[config.mk]
export PLATFORM = sky130hd
export DESIGN_NAME = serdes_fixup_seq
export DESIGN_NICKNAME = d
export VERILOG_FILES = /design/src/rtl/serdes_fixup_pkg.sv /design/src/rtl/fixup_ind_reader.sv /design/src/rtl/fixup_mgmt_step.sv /design/src/rtl/serdes_fixup_seq.sv
export SDC_FILE = /design/constraint.sdc
export NUM_CORES = 1
export LEC_CHECK = 0
export ABC_AREA = 1
export CORE_AREA = 2 2 122 124
export CTS_BUF_LIST = sky130_fd_sc_hd__clkbuf_4 sky130_fd_sc_hd__clkbuf_8
export DETAILED_ROUTE_END_ITERATION = 8
export DIE_AREA = 0 0 124 126
export PLACE_DENSITY = 0.65
export SYNTH_ARGS = -nofsm -noshare
export SYNTH_HDL_FRONTEND = slang
export SYNTH_HIERARCHICAL = 1
export SYNTH_SLANG_ARGS = --single-unit
export TNS_END_PERCENT = 50
[constraint.sdc]
create_clock -name clk -period 2 [get_ports clk]
set_input_delay 0.3 -clock clk [delete_from_list [all_inputs] [get_ports clk]]
set_output_delay 0.3 -clock clk [all_outputs]
set_load 0.1 [all_outputs]
[src/rtl/serdes_fixup_pkg.sv]
// Shared constants and state type for the SerDes fix-up sequencer.
// Assumes 12-bit indirect window offsets and 5-bit management fields.
package serdes_fixup_pkg;
    localparam int WIN_ADDR_OFS   = 'h130;  // indirect window: address register
    localparam int WIN_DATA_OFS   = 'h134;  // indirect window: data register
    localparam int PL_STATUS_ADDR = 'h204;  // protocol-layer status word
    localparam int POL_FLAG_BIT   = 4;      // polarity-inverted flag in status
    localparam logic [4:0] DEV_RXSIDE  = 5'h1F;
    localparam logic [4:0] DEV_PLLSIDE = 5'h1D;
    localparam logic [4:0] REG_CTRL    = 5'h01;
    localparam logic [4:0] REG_BLKSEL  = 5'h1F;
    localparam logic [15:0] RX_FORCE_ONLY = 16'h0080;
    localparam logic [15:0] RX_FORCE_INV  = 16'h00C0;
    localparam int FREQDET_BIT    = 14;

    typedef enum logic [2:0] {
        FX_IDLE, FX_STATUS, FX_RXWR, FX_PLLRD, FX_PLLWR, FX_FIN
    } fx_state_t;
endpackage

[src/rtl/fixup_ind_reader.sv]
// Indirect-window reader: writes the target address into the window address
// register, reads it back, then reads the window data register.
// Assumes the target answers each request with a one-cycle ind_ack.
module fixup_ind_reader
    import serdes_fixup_pkg::*;
#(
    parameter int IAW = 12,
    parameter int IDW = 32
) (
    input  logic           clk,
    input  logic           rst_n,
    input  logic           go,
    output logic           ind_req,
    output logic           ind_we,
    output logic [IAW-1:0] ind_addr,
    output logic [IDW-1:0] ind_wdata,
    input  logic           ind_ack,
    input  logic [IDW-1:0] ind_rdata,
    output logic           fin,
    output logic [IDW-1:0] word
);
    typedef enum logic [1:0] {IR_IDLE, IR_SETADDR, IR_READBACK, IR_FETCH} ir_t;
    ir_t st;

    // Step through the three window accesses, advancing on each acknowledge.
    always_ff @(posedge clk) begin
        if (!rst_n) begin
            st   <= IR_IDLE;
            fin  <= 1'b0;
            word <= '0;
        end else begin
            fin <= 1'b0;
            case (st)
                IR_IDLE:     if (go) st <= IR_SETADDR;
                IR_SETADDR:  if (ind_ack) st <= IR_READBACK;
                IR_READBACK: if (ind_ack) st <= IR_FETCH;
                IR_FETCH: if (ind_ack) begin
                    word <= ind_rdata;
                    fin  <= 1'b1;
                    st   <= IR_IDLE;
                end
                default:     st <= IR_IDLE;
            endcase
        end
    end

    // Drive the request fields from the current step.
    always_comb begin
        ind_req   = (st != IR_IDLE);
        ind_we    = (st == IR_SETADDR);
        ind_addr  = (st == IR_FETCH) ? IAW'(WIN_DATA_OFS) : IAW'(WIN_ADDR_OFS);
        ind_wdata = (st == IR_SETADDR) ? IDW'(PL_STATUS_ADDR) : '0;
    end

    assert_ind_hold_R3: assert property (@(posedge clk) disable iff (!rst_n)
        (ind_req && !ind_ack) |=> (ind_req && $stable(ind_addr) && $stable(ind_we)));
endmodule

[src/rtl/fixup_mgmt_step.sv]
// One management register access, with an optional block-select write first.
// Each transaction: one mg_start cycle, SETTLE cycles without sampling, then
// one mg_done poll per cycle up to the style's poll limit.
// Assumes the engine clears mg_done when it sees mg_start.
module fixup_mgmt_step
    import serdes_fixup_pkg::*;
#(
    parameter int SETTLE    = 4,
    parameter int POLLS_NEW = 200,
    parameter int POLLS_OLD = 10
) (
    input  logic        clk,
    input  logic        rst_n,
    input  logic        go,
    input  logic        new_style,
    input  logic        is_write,
    input  logic [4:0]  dev,
    input  logic [4:0]  regad,
    input  logic [15:0] wdata,
    output logic        mg_start,
    output logic        mg_write,
    output logic [4:0]  mg_dev,
    output logic [4:0]  mg_reg,
    output logic [15:0] mg_wdata,
    input  logic        mg_done,
    input  logic [15:0] mg_rdata,
    output logic        fin_ok,
    output logic        fin_tmo,
    output logic [15:0] rdata
);
    localparam int WAIT_MAX = SETTLE + ((POLLS_NEW > POLLS_OLD) ? POLLS_NEW : POLLS_OLD);
    localparam int CW       = $clog2(WAIT_MAX + 1);

    typedef enum logic [2:0] {MS_IDLE, MS_SEL, MS_SELW, MS_ACC, MS_ACCW} ms_t;
    ms_t          st;
    logic         new_q, wr_q;
    logic [4:0]   dev_q, reg_q;
    logic [15:0]  wd_q;
    logic [CW-1:0] wcnt, lim;
    logic         polled_done;

    assign lim         = new_q ? CW'(SETTLE + POLLS_NEW) : CW'(SETTLE + POLLS_OLD);
    assign polled_done = (wcnt > CW'(SETTLE)) && mg_done;

    // Sequence select and access transactions and time out their polling.
    always_ff @(posedge clk) begin
        if (!rst_n) begin
            st <= MS_IDLE; new_q <= 1'b0; wr_q <= 1'b0;
            dev_q <= '0; reg_q <= '0; wd_q <= '0; wcnt <= '0;
            fin_ok <= 1'b0; fin_tmo <= 1'b0; rdata <= '0;
        end else begin
            fin_ok  <= 1'b0;
            fin_tmo <= 1'b0;
            case (st)
                MS_IDLE: if (go) begin
                    new_q <= new_style; wr_q <= is_write;
                    dev_q <= dev; reg_q <= regad; wd_q <= wdata;
                    st    <= new_style ? MS_SEL : MS_ACC;
                end
                MS_SEL: begin st <= MS_SELW; wcnt <= CW'(1); end
                MS_ACC: begin st <= MS_ACCW; wcnt <= CW'(1); end
                MS_SELW, MS_ACCW: begin
                    if (polled_done) begin
                        wcnt <= '0;
                        if (st == MS_SELW) st <= MS_ACC;
                        else begin
                            rdata  <= mg_rdata;
                            fin_ok <= 1'b1;
                            st     <= MS_IDLE;
                        end
                    end else if (wcnt == lim) begin
                        wcnt    <= '0;
                        fin_tmo <= 1'b1;
                        st      <= MS_IDLE;
                    end else begin
                        wcnt <= wcnt + CW'(1);
                    end
                end
                default: st <= MS_IDLE;
            endcase
        end
    end

    // Present the transaction fields for the select or the access.
    always_comb begin
        mg_start = (st == MS_SEL) || (st == MS_ACC);
        mg_write = (st == MS_SEL) ? 1'b1 : wr_q;
        mg_dev   = ((st == MS_SEL) || new_q) ? 5'd0 : dev_q;
        mg_reg   = (st == MS_SEL) ? REG_BLKSEL : reg_q;
        mg_wdata = (st == MS_SEL) ? {6'd0, dev_q, 4'd0} : (wr_q ? wd_q : 16'd0);
    end

    assert_start_pulse_R10: assert property (@(posedge clk) disable iff (!rst_n)
        mg_start |=> !mg_start);
    assert_sel_dev_R6: assert property (@(posedge clk) disable iff (!rst_n)
        (mg_start && new_q) |-> (mg_dev == 5'd0));
    assert_wait_bound_R7: assert property (@(posedge clk) disable iff (!rst_n)
        wcnt <= CW'(WAIT_MAX));
endmodule

[src/rtl/serdes_fixup_seq.sv]
// Top of the fix-up sequencer: status fetch, receiver polarity write, PLL
// read and conditional frequency-detect clear. Access style is fixed per run
// from core_rev. Assumes start is a synchronous pulse.
module serdes_fixup_seq
    import serdes_fixup_pkg::*;
#(
    parameter int REV_W     = 8,
    parameter int NEW_REV   = 10,
    parameter int SETTLE    = 4,
    parameter int POLLS_NEW = 200,
    parameter int POLLS_OLD = 10,
    parameter int IAW       = 12,
    parameter int IDW       = 32
) (
    input  logic             clk,
    input  logic             rst_n,
    input  logic             start,
    input  logic [REV_W-1:0] core_rev,
    output logic             busy,
    output logic             done,
    output logic             err,
    output logic             ind_req,
    output logic             ind_we,
    output logic [IAW-1:0]   ind_addr,
    output logic [IDW-1:0]   ind_wdata,
    input  logic             ind_ack,
    input  logic [IDW-1:0]   ind_rdata,
    output logic             mg_start,
    output logic             mg_write,
    output logic [4:0]       mg_dev,
    output logic [4:0]       mg_reg,
    output logic [15:0]      mg_wdata,
    input  logic             mg_done,
    input  logic [15:0]      mg_rdata
);
    fx_state_t    st;
    logic         go_ind, go_mg, new_q;
    logic         ind_fin;
    logic [IDW-1:0] ind_word;
    logic         unused_ind_bits;
    logic         step_ok, step_tmo;
    logic [15:0]  step_rd;
    logic         s_wr;
    logic [4:0]   s_dev;
    logic [15:0]  s_wd;
    logic         pol_q;

    assign unused_ind_bits = ^ind_word;
    assign busy = (st != FX_IDLE);

    fixup_ind_reader #(.IAW(IAW), .IDW(IDW)) u_ind (
        .clk(clk), .rst_n(rst_n), .go(go_ind),
        .ind_req(ind_req), .ind_we(ind_we), .ind_addr(ind_addr),
        .ind_wdata(ind_wdata), .ind_ack(ind_ack), .ind_rdata(ind_rdata),
        .fin(ind_fin), .word(ind_word)
    );

    // Choose the access fields for the step the program is in.
    always_comb begin
        s_wr  = 1'b1;
        s_dev = DEV_PLLSIDE;
        s_wd  = 16'd0;
        case (st)
            FX_RXWR:  begin s_dev = DEV_RXSIDE; s_wd = pol_q ? RX_FORCE_INV : RX_FORCE_ONLY; end
            FX_PLLRD: s_wr = 1'b0;
            FX_PLLWR: s_wd = step_rd & ~(16'd1 << FREQDET_BIT);
            default:  ;
        endcase
    end

    fixup_mgmt_step #(.SETTLE(SETTLE), .POLLS_NEW(POLLS_NEW), .POLLS_OLD(POLLS_OLD)) u_mg (
        .clk(clk), .rst_n(rst_n), .go(go_mg), .new_style(new_q),
        .is_write(s_wr), .dev(s_dev), .regad(REG_CTRL), .wdata(s_wd),
        .mg_start(mg_start), .mg_write(mg_write), .mg_dev(mg_dev),
        .mg_reg(mg_reg), .mg_wdata(mg_wdata), .mg_done(mg_done),
        .mg_rdata(mg_rdata), .fin_ok(step_ok), .fin_tmo(step_tmo), .rdata(step_rd)
    );

    // Program sequencer: advance on step completion, abort to finish on timeout.
    always_ff @(posedge clk) begin
        if (!rst_n) begin
            st <= FX_IDLE; go_ind <= 1'b0; go_mg <= 1'b0;
            new_q <= 1'b0; pol_q <= 1'b0; done <= 1'b0; err <= 1'b0;
        end else begin
            go_ind <= 1'b0;
            go_mg  <= 1'b0;
            done   <= 1'b0;
            case (st)
                FX_IDLE: if (start) begin
                    err    <= 1'b0;
                    new_q  <= (core_rev >= REV_W'(NEW_REV));
                    go_ind <= 1'b1;
                    st     <= FX_STATUS;
                end
                FX_STATUS: if (ind_fin) begin
                    pol_q <= ind_word[POL_FLAG_BIT];
                    go_mg <= 1'b1;
                    st    <= FX_RXWR;
                end
                FX_RXWR: begin
                    if (step_ok) begin go_mg <= 1'b1; st <= FX_PLLRD; end
                    else if (step_tmo) begin err <= 1'b1; st <= FX_FIN; end
                end
                FX_PLLRD: begin
                    if (step_ok) begin
                        if (step_rd[FREQDET_BIT]) begin go_mg <= 1'b1; st <= FX_PLLWR; end
                        else st <= FX_FIN;
                    end else if (step_tmo) begin err <= 1'b1; st <= FX_FIN; end
                end
                FX_PLLWR: begin
                    if (step_ok) st <= FX_FIN;
                    else if (step_tmo) begin err <= 1'b1; st <= FX_FIN; end
                end
                FX_FIN: begin done <= 1'b1; st <= FX_IDLE; end
                default: st <= FX_IDLE;
            endcase
        end
    end

    assert_run_from_start_R2: assert property (@(posedge clk) disable iff (!rst_n)
        $rose(busy) |-> $past(start));
    assert_done_at_end_R10: assert property (@(posedge clk) disable iff (!rst_n)
        $fell(busy) |-> done);
    assert_err_in_run_R8: assert property (@(posedge clk) disable iff (!rst_n)
        $rose(err) |-> busy);
    assert_err_sticky_R9: assert property (@(posedge clk) disable iff (!rst_n)
        $fell(err) |-> $rose(busy));
endmodule

==> summary.md, run 1 <==
| Metric | Value |
|---|---|
| Initial core utilization | 0.2678 |
| Worst-Skew Late Latency | ~350 ps |
| DRT Pass-1 Iters | 5 |
| Worst-path cell chain | inv_1 -> nand2_4 -> nand2_8 -> inv_4 -> nand2_1 -> inv_1 -> buf_12 |
| Worst Hold Slack | 447.0 ps |
| # rows | 44 |
| Sequential share of power | 0.281 |
| Mapped Cells | ~540 |
| Total leakage power | 2.146 nW |
| Fin nets | 672 |
| Most used cell, CP | inv_1 |
| Max Cap Viol | 0 |
| Die width | 124 um |
| GR Util All Layers | 0.1095 |
| CORE AREA | 14,310 sq um |
| DRT antenna net count | 0 |
| Wire per inst | around 10 um |
| Via density | 4.100 |
| Mean Syn Cell Area | 7.126 sq um |
| Largest net degree at the start of global routing | 57 |
| Final setup TNS | 0 ps |
| Crit-path slowest cell | dfxtp_2 |
| Ant diodes | 0 |
| CTS tree | yes |
| Routability cong. | 0.8010 |
| Yosys Warn Count | 6 |
| Synth-to-Final Area Change | 36.59% |
| Share of layout cells above drive strength 1 | 0.1970 |
| CTS clock-pin slew for the worst setup and hold paths | around 80 ps |
| FMAX | 527.1 MHz |
| Setup crit start kind | flop |
| DRT iter0 DRCs | ~200 |
| Die height | 126 um |
| Peak VDD IR | a little under 0.7 mV |
| Clock power frac | 0.242 |
| Number of H-tree levels | 3 |
| Worst Path Max Fanout | 11 |
| Worst Hold Class | flop to flop |
| Critical Path End Type | output pin |
| Drc violations | 0 |
| IO Count | around 140 |
| Routed wire length | roughly 8000 um |
| Post-DP HPWL | a little over 6000 um |
| Worst EP required | 1700 ps |
| Critical path arrival | between 1500 and 2000 ps |
| Clk sink count | 70 |
| DIE AREA | 15,620 sq um |
| Setup CP Type | flop to output pin |
| Period utilization | 0.9485 |
| Status | finished clean |
| RSZ-0062 raised after global routing | no |
| Mapped Area | 3834 sq um |
| GRT overflow | 0 |
| Layout fillers | ~1,500 |
| Number of global-route vias before repair | approximately 2,800 |
| Clock root buffer | clkbuf_8 |
| Power Dens Cells | 1044 nW/um^2 |
| Final setup fails | 0 |
| NetSw | 0.002498 W |
| Slew Limit Fails | 0 |
| Logic gate share of total power | 0.476 |
| First-pass GRT wire length | 13,620 um |
| Internal Dissipation | 0.002968 W |
| Switching Fraction | 0.4570 |
| CTS Buf Count | 9 |
| Final Critical Period | 1897 ps |
| Layout Skew | 7.689 ps |
| CTS max path bufs | 2 |
| Final hold vios | 0 |
| Via total after detailed routing | ~3,300 |
| Initial antenna violation count | 0 |
| CP peak stage delay | between 300 and 400 ps |
| IO Port Bufs | between 60 and 70 |
==> repair_timing <==
item | 4_1_cts | 5_1_grt
endpoints found under the setup margin | 18 | 16
resized for setup | 3 | 1
setup buffers | 2 | 1
hold buffers | 0 | 0
pin swaps | 2 | 1
==> worst max-delay path, delay by kind of cell, from the launching register on <==
| family | cells | cell delay, ps |
|---|---|---|
| and+or+nand+nor | 3 | 350 |
| DFF | 1 | 370 |
| buffers and inverters | 4 | 530 |
==> worst paths after layout <==
path | depth (start not counted) | slack, ps | endpoint | from
setup / recovery | 7 | 100 | mg_wdata[15] | u_mg/st[1]
hold / removal | 2 | 450 | u_mg/wd_q[14] | u_mg/wd_q[14]
setup reg to reg | 10 | 340 | u_mg/rdata[10] | u_mg/wcnt[0]
hold reg to reg | 2 | 450 | u_mg/wd_q[14] | u_mg/wd_q[14]
==> area by class of cell <==
class / instances / area, sq um / share of cell area
inverter: 95 / 375.4 / 0.07168
tap: 184 / 230.2 / 0.04397
clock inverter: 6 / 93.84 / 0.01792
clock buffer: 10 / 137.6 / 0.02628
sequential: 70 / 1405 / 0.2683
multi-input combinational: 357 / 1941 / 0.3706
timing repair buffer: 71 / 1054 / 0.2012
==> stage by stage <==
step / util / area, sq um / power [W] / instances / setup slack (ps)
floorplan: - / 4193 / 0.003559 / 585 / -247.1
global placement: 0.3476 / 4975 / 0.004146 / 774 / 263.0
detailed placement: 0.3476 / 4975 / 0.004158 / 774 / 232.8
CTS: 0.3652 / 5228 / 0.005507 / 792 / 4.479
global route: 0.3658 / 5236 / 0.005721 / 793 / 16.84
finish: 0.3658 / 5236 / 0.005465 / 793 / 103.0
==> cell usage in the layout (no fill, tap or decap), types with 2 or more instances in the layout <==
cell type	n
a21oi_1	50
a31oi_1	4
buf_12	36
buf_4	7
bufinv_16	2
clkbuf_8	10
clkdlybuf4s50_1	28
clkinv_4	2
clkinvlp_4	2
conb_1	51
dfxtp_1	67
dfxtp_2	3
ha_1	7
inv_1	82
inv_2	6
inv_4	6
nand2_1	70
nand2_2	13
nand2_4	3
nand2_8	2
nand3_1	32
nand3_2	2
nand3b_1	2
nand4_1	7
nor2_1	42
nor2_2	5
nor2_4	8
nor3_1	2
nor4_1	3
o21ai_0	36
o21ai_1	2
o21ai_4	2
o22ai_4	5
==> power by group through the flow <==
stage          Combinational (W)  Clock [W]  Sequential [W]
2_1_floorplan            0.00201          0         0.00155
3_3_place_gp             0.00258          0         0.00157
3_5_place_dp             0.00259          0         0.00157
4_1_cts                  0.00261    0.00136         0.00154
5_1_grt                  0.00276    0.00141         0.00155
6_report                 0.00260    0.00132         0.00154
==> sequential cells by signal, summed over array words and instances, names as in the netlist <==
register	count
u_mg/st	3
st	3
u_ind/st	2
u_ind/word	1
go_ind	1
u_mg/dev_q	5
done	1
u_mg/fin_ok	1
go_mg	1
err	1
u_ind/fin	1
new_q	1
u_mg/reg_q	5
u_mg/wr_q	1
u_mg/rdata	16
u_mg/new_q	1
u_mg/fin_tmo	1
u_mg/wd_q	16
u_mg/wcnt	8
pol_q	1
==> metal layers <==
layer  vias up  routed length (um)  GRT usage
li1       1736                   -          -
met1      1421                3886     0.1491
met2        87                3760     0.1690
met3         7                 456    0.02717
met4         0                  79    0.03569
met5         -                   0          0
Power figures use the tool's default switching activity.
==> inputs of run 2 (changes only) <==
CORE_AREA = 2 2 128 118   (was 2 2 122 124)
CTS_CLUSTER_DIAMETER = 80   (was not set)
DIE_AREA = 0 0 130 120   (was 0 0 124 126)
==> run 2 against run 1 <==
- critical path type unchanged
- via count down 1.6%
- register-to-register slack worse by 20 ps
- count of clock-buffer cells in the layout down 1
- critical endpoint is now mg_wdata[5]
==> summary.md, run 2 (synthesis results as in run 1) <==
| Metric | Value |
|---|---|
| Crit-path slowest cell | dfxtp_2 (unchanged) |
| DRT iter0 DRCs | 133 (was 202) |
| Beginning of the worst hold path | u_mg/wd_q[3] (was u_mg/wd_q[14]) |
| CP peak stage delay | 350 ps (was 370 ps) |
| Logic gate share of total power | 0.502 (was 0.476) |
| FMAX | 523.5 MHz (was 527.1 MHz) |
| Clock root buffer | clkbuf_8 (unchanged) |
| R2R depth | 11 (was 10) |
| Peak VDD IR | 0.7771 mV (was 0.6751 mV) |
| Ant diodes | 0 (unchanged) |
| # rows | 42 (was 44) |
| Worst Setup SP | u_mg/st[0] (was u_mg/st[1]) |
| Slew Limit Fails | 0 (unchanged) |
| Worst-Skew Late Latency | 350 ps (about the same) |
| Worst Hold Class | flop to flop (unchanged) |
| First-pass GRT wire length | 13,400 um (was 13,620 um) |
| Hold-critical path depth | 2 (unchanged) |
| CP bufs+invs | 3 (was 4) |
| Commonest non-fill, non-tap cells in the layout | inv_1, nand2_1, dfxtp_1, conb_1, a21oi_1 (unchanged) |
| Number of global-route vias before repair | 2,868 (was 2,834) |
| Drc violations | 0 (unchanged) |
| CTS Buf Count | 9 (unchanged) |
| GRT overflow | 0 (unchanged) |
| Routed wire length | 8035 um (was 8182 um) |
| Switching Fraction | 0.4829 (was 0.4570) |
| Wire per inst | 9.981 um (was 10.32 um) |
| Period utilization | 0.9550 (was 0.9485) |
| Final hold vios | 0 (unchanged) |
| Via density | 3.974 (was 4.100) |
| Final Critical Period | 1910 ps (was 1897 ps) |
| DRT antenna net count | 0 (unchanged) |
| Die width | 130 um (was 124 um) |
| DIE AREA | 15,600 sq um (was 15,620 sq um) |
| IO Count | 138 (unchanged) |
| CORE AREA | 14,350 sq um (was 14,310 sq um) |
| Setup crit end | mg_wdata[5] (was mg_wdata[15]) |
| Critical path arrival | 1610 ps (was 1600 ps) |
| Share of layout cells above drive strength 1 | 0.1960 (was 0.1970) |
| RSZ-0062 raised after global routing | no (unchanged) |
| Status | finished clean (unchanged) |
| Dpl cell area | 4980 sq um (was 4975 sq um) |
| Internal Dissipation | 0.002653 W (was 0.002968 W) |
| RR Endpoint | u_mg/st[1] (was u_mg/rdata[10]) |
| Initial antenna violation count | 0 (unchanged) |
| Via total after detailed routing | 3,199 (was 3,251) |
| Hold_buf cts | 0 (unchanged) |
| Core Util, Final | 0.3603 (was 0.3658) |
| Initial core utilization | 0.2672 (was 0.2678) |
| Layout fillers | 1,531 (was 1,516) |
| CTS clock-pin slew for the worst setup and hold paths | 80 ps (about the same) |
| DRT Pass-1 Iters | 4 (was 5) |
| Clk sink count | 70 (unchanged) |
| Largest net degree at the start of global routing | 57 (unchanged) |
| Crit path max-delay family | buffers and inverters (unchanged) |
| Die height | 120 um (was 126 um) |
| Max Cap Viol | 0 (unchanged) |
| Worst EP required | 1700 ps (about the same) |
| Layout Skew | 8.649 ps (was 7.689 ps) |
| Routability cong. | 0.7920 (was 0.8010) |
| FF-to-FF Start | u_mg/wcnt[0] (unchanged) |
| CTS tree | yes (unchanged) |
| Largest registers | u_mg/rdata x16, u_mg/wd_q x16, u_mg/wcnt x8 (unchanged) |
| Clock power frac | 0.198 (was 0.242) |
| Worst Path Max Fanout | 11 (unchanged) |
| Setup crit start kind | flop (unchanged) |
| Commonest non-fill, non-tap cell in the layout | inv_1 (unchanged) |
| GR Util All Layers | 0.1073 (was 0.1095) |
| Final setup fails | 0 (unchanged) |
| Fin nets | 670 (was 672) |
| Post-DP HPWL | 6112 um (was 6156 um) |
| Layout Cells excl Fill | 805 (was 793) |
| Worst Hold Slack | 446.6 ps (was 447.0 ps) |
| NetSw | 0.002477 W (was 0.002498 W) |
| Crit. path cell count | 6 (was 7) |
| Placed insts | 788 (was 774) |
| IO Port Bufs | 64 (unchanged) |
| Synth-to-Final Area Change | 34.82% (was 36.59%) |
| Number of H-tree levels | 3 (unchanged) |
| Worst reg2reg setup slack | 320 ps (was 340 ps) |
| CTS max path bufs | 2 (unchanged) |
| Total leakage power | 2.102 nW (was 2.146 nW) |
| Power Dens Cells | 992.5 nW/um^2 (was 1044 nW/um^2) |
| Sequential share of power | 0.300 (was 0.281) |
| Critical Path End Type | output pin (unchanged) |
| Setup CP Type | flop to output pin (unchanged) |
| Worst-path cell chain | inv_4 -> nor2_4 -> nand2_4 -> buf_4 -> o22ai_4 -> buf_12 (was inv_1 -> nand2_4 -> nand2_8 -> inv_4 -> nand2_1 -> inv_1 -> buf_12) |
| Design area | 5169 sq um (was 5236 sq um) |
| Final setup TNS | 0 ps (unchanged) |
run 2: cell count changes in the layout (fill, tap and decap cells not counted):
| cell | previous run | this run |
|---|---|---|
| buf_12 | 36 | 35 |
| buf_4 | 7 | 6 |
| bufinv_16 | 2 | 0 |
| clkbuf_8 | 10 | 9 |
| clkinv_2 | 0 | 2 |
| clkinv_4 | 2 | 1 |
| clkinvlp_4 | 2 | 4 |
| inv_1 | 82 | 81 |
| inv_2 | 6 | 7 |
run 2: how the worst min path moves through the flow:
stage                          to  slack (ps)
CTS                 u_mg/wd_q[13]         450
global placement    u_mg/wd_q[14]         430
floorplan           u_mg/wd_q[10]         420
finish               u_mg/wd_q[3]         450
detailed placement   u_mg/wd_q[2]         440
global route         u_mg/wd_q[9]         470
run 2: routing by layer:
layer	vias to the layer above	wire length, um	track usage
met1	1380	4122	0.1555
li1	1725	-	-
met5	-	0	0
met4	0	84	0.03427
met3	9	448	0.03210
met2	85	3380	0.1509
run 2: layout make-up:
type / count / area (sq um) / area share
clock buffer: 9 / 123.9 / 0.02397
clock inverter: 7 / 50.05 / 0.009683
inverter: 95 / 375.4 / 0.07262
multi-input combinational: 357 / 1941 / 0.3755
sequential: 70 / 1405 / 0.2718
tap: 198 / 247.7 / 0.04793
timing repair buffer: 69 / 1026 / 0.1985
run 2: worst register-to-register path, cell delays in order (launching register included):
cell and delay (ps):
dfxtp_1 370, inv_1 110, ha_1 140, inv_1 40
nand2_1 40, nand2_1 80, o21ai_4 240, nand3_1 220
nand2_1 160, nand2_1 80, nand2_1 60, nor2_1 40
run 2: power by group through the flow:
stage	combinational, W	clock [W]	sequential, W
finish	0.00258	0.00102	0.00154
global route	0.00274	0.00111	0.00155
CTS	0.00259	0.00106	0.00154
detailed placement	0.00257	0	0.00157
global placement	0.00257	0	0.00157
floorplan	0.00201	0	0.00155
run 2: timing repair:
item | in CTS | in global routing
cloned | 0 | 0
buffers inserted | 1 | 0
resized for setup | 2 | 3
pin swaps | 1 | 0
hold endpoints to repair | 0 | 0
setup endpoints to repair | 21 | 19
run 2: stage by stage:
step,power [W],setup WS [ps]
global placement,0.004136,295.8
CTS,0.005191,9.399
floorplan,0.003559,-247.1
finish,0.005130,89.93
global route,0.005400,17.37
detailed placement,0.004145,288.4
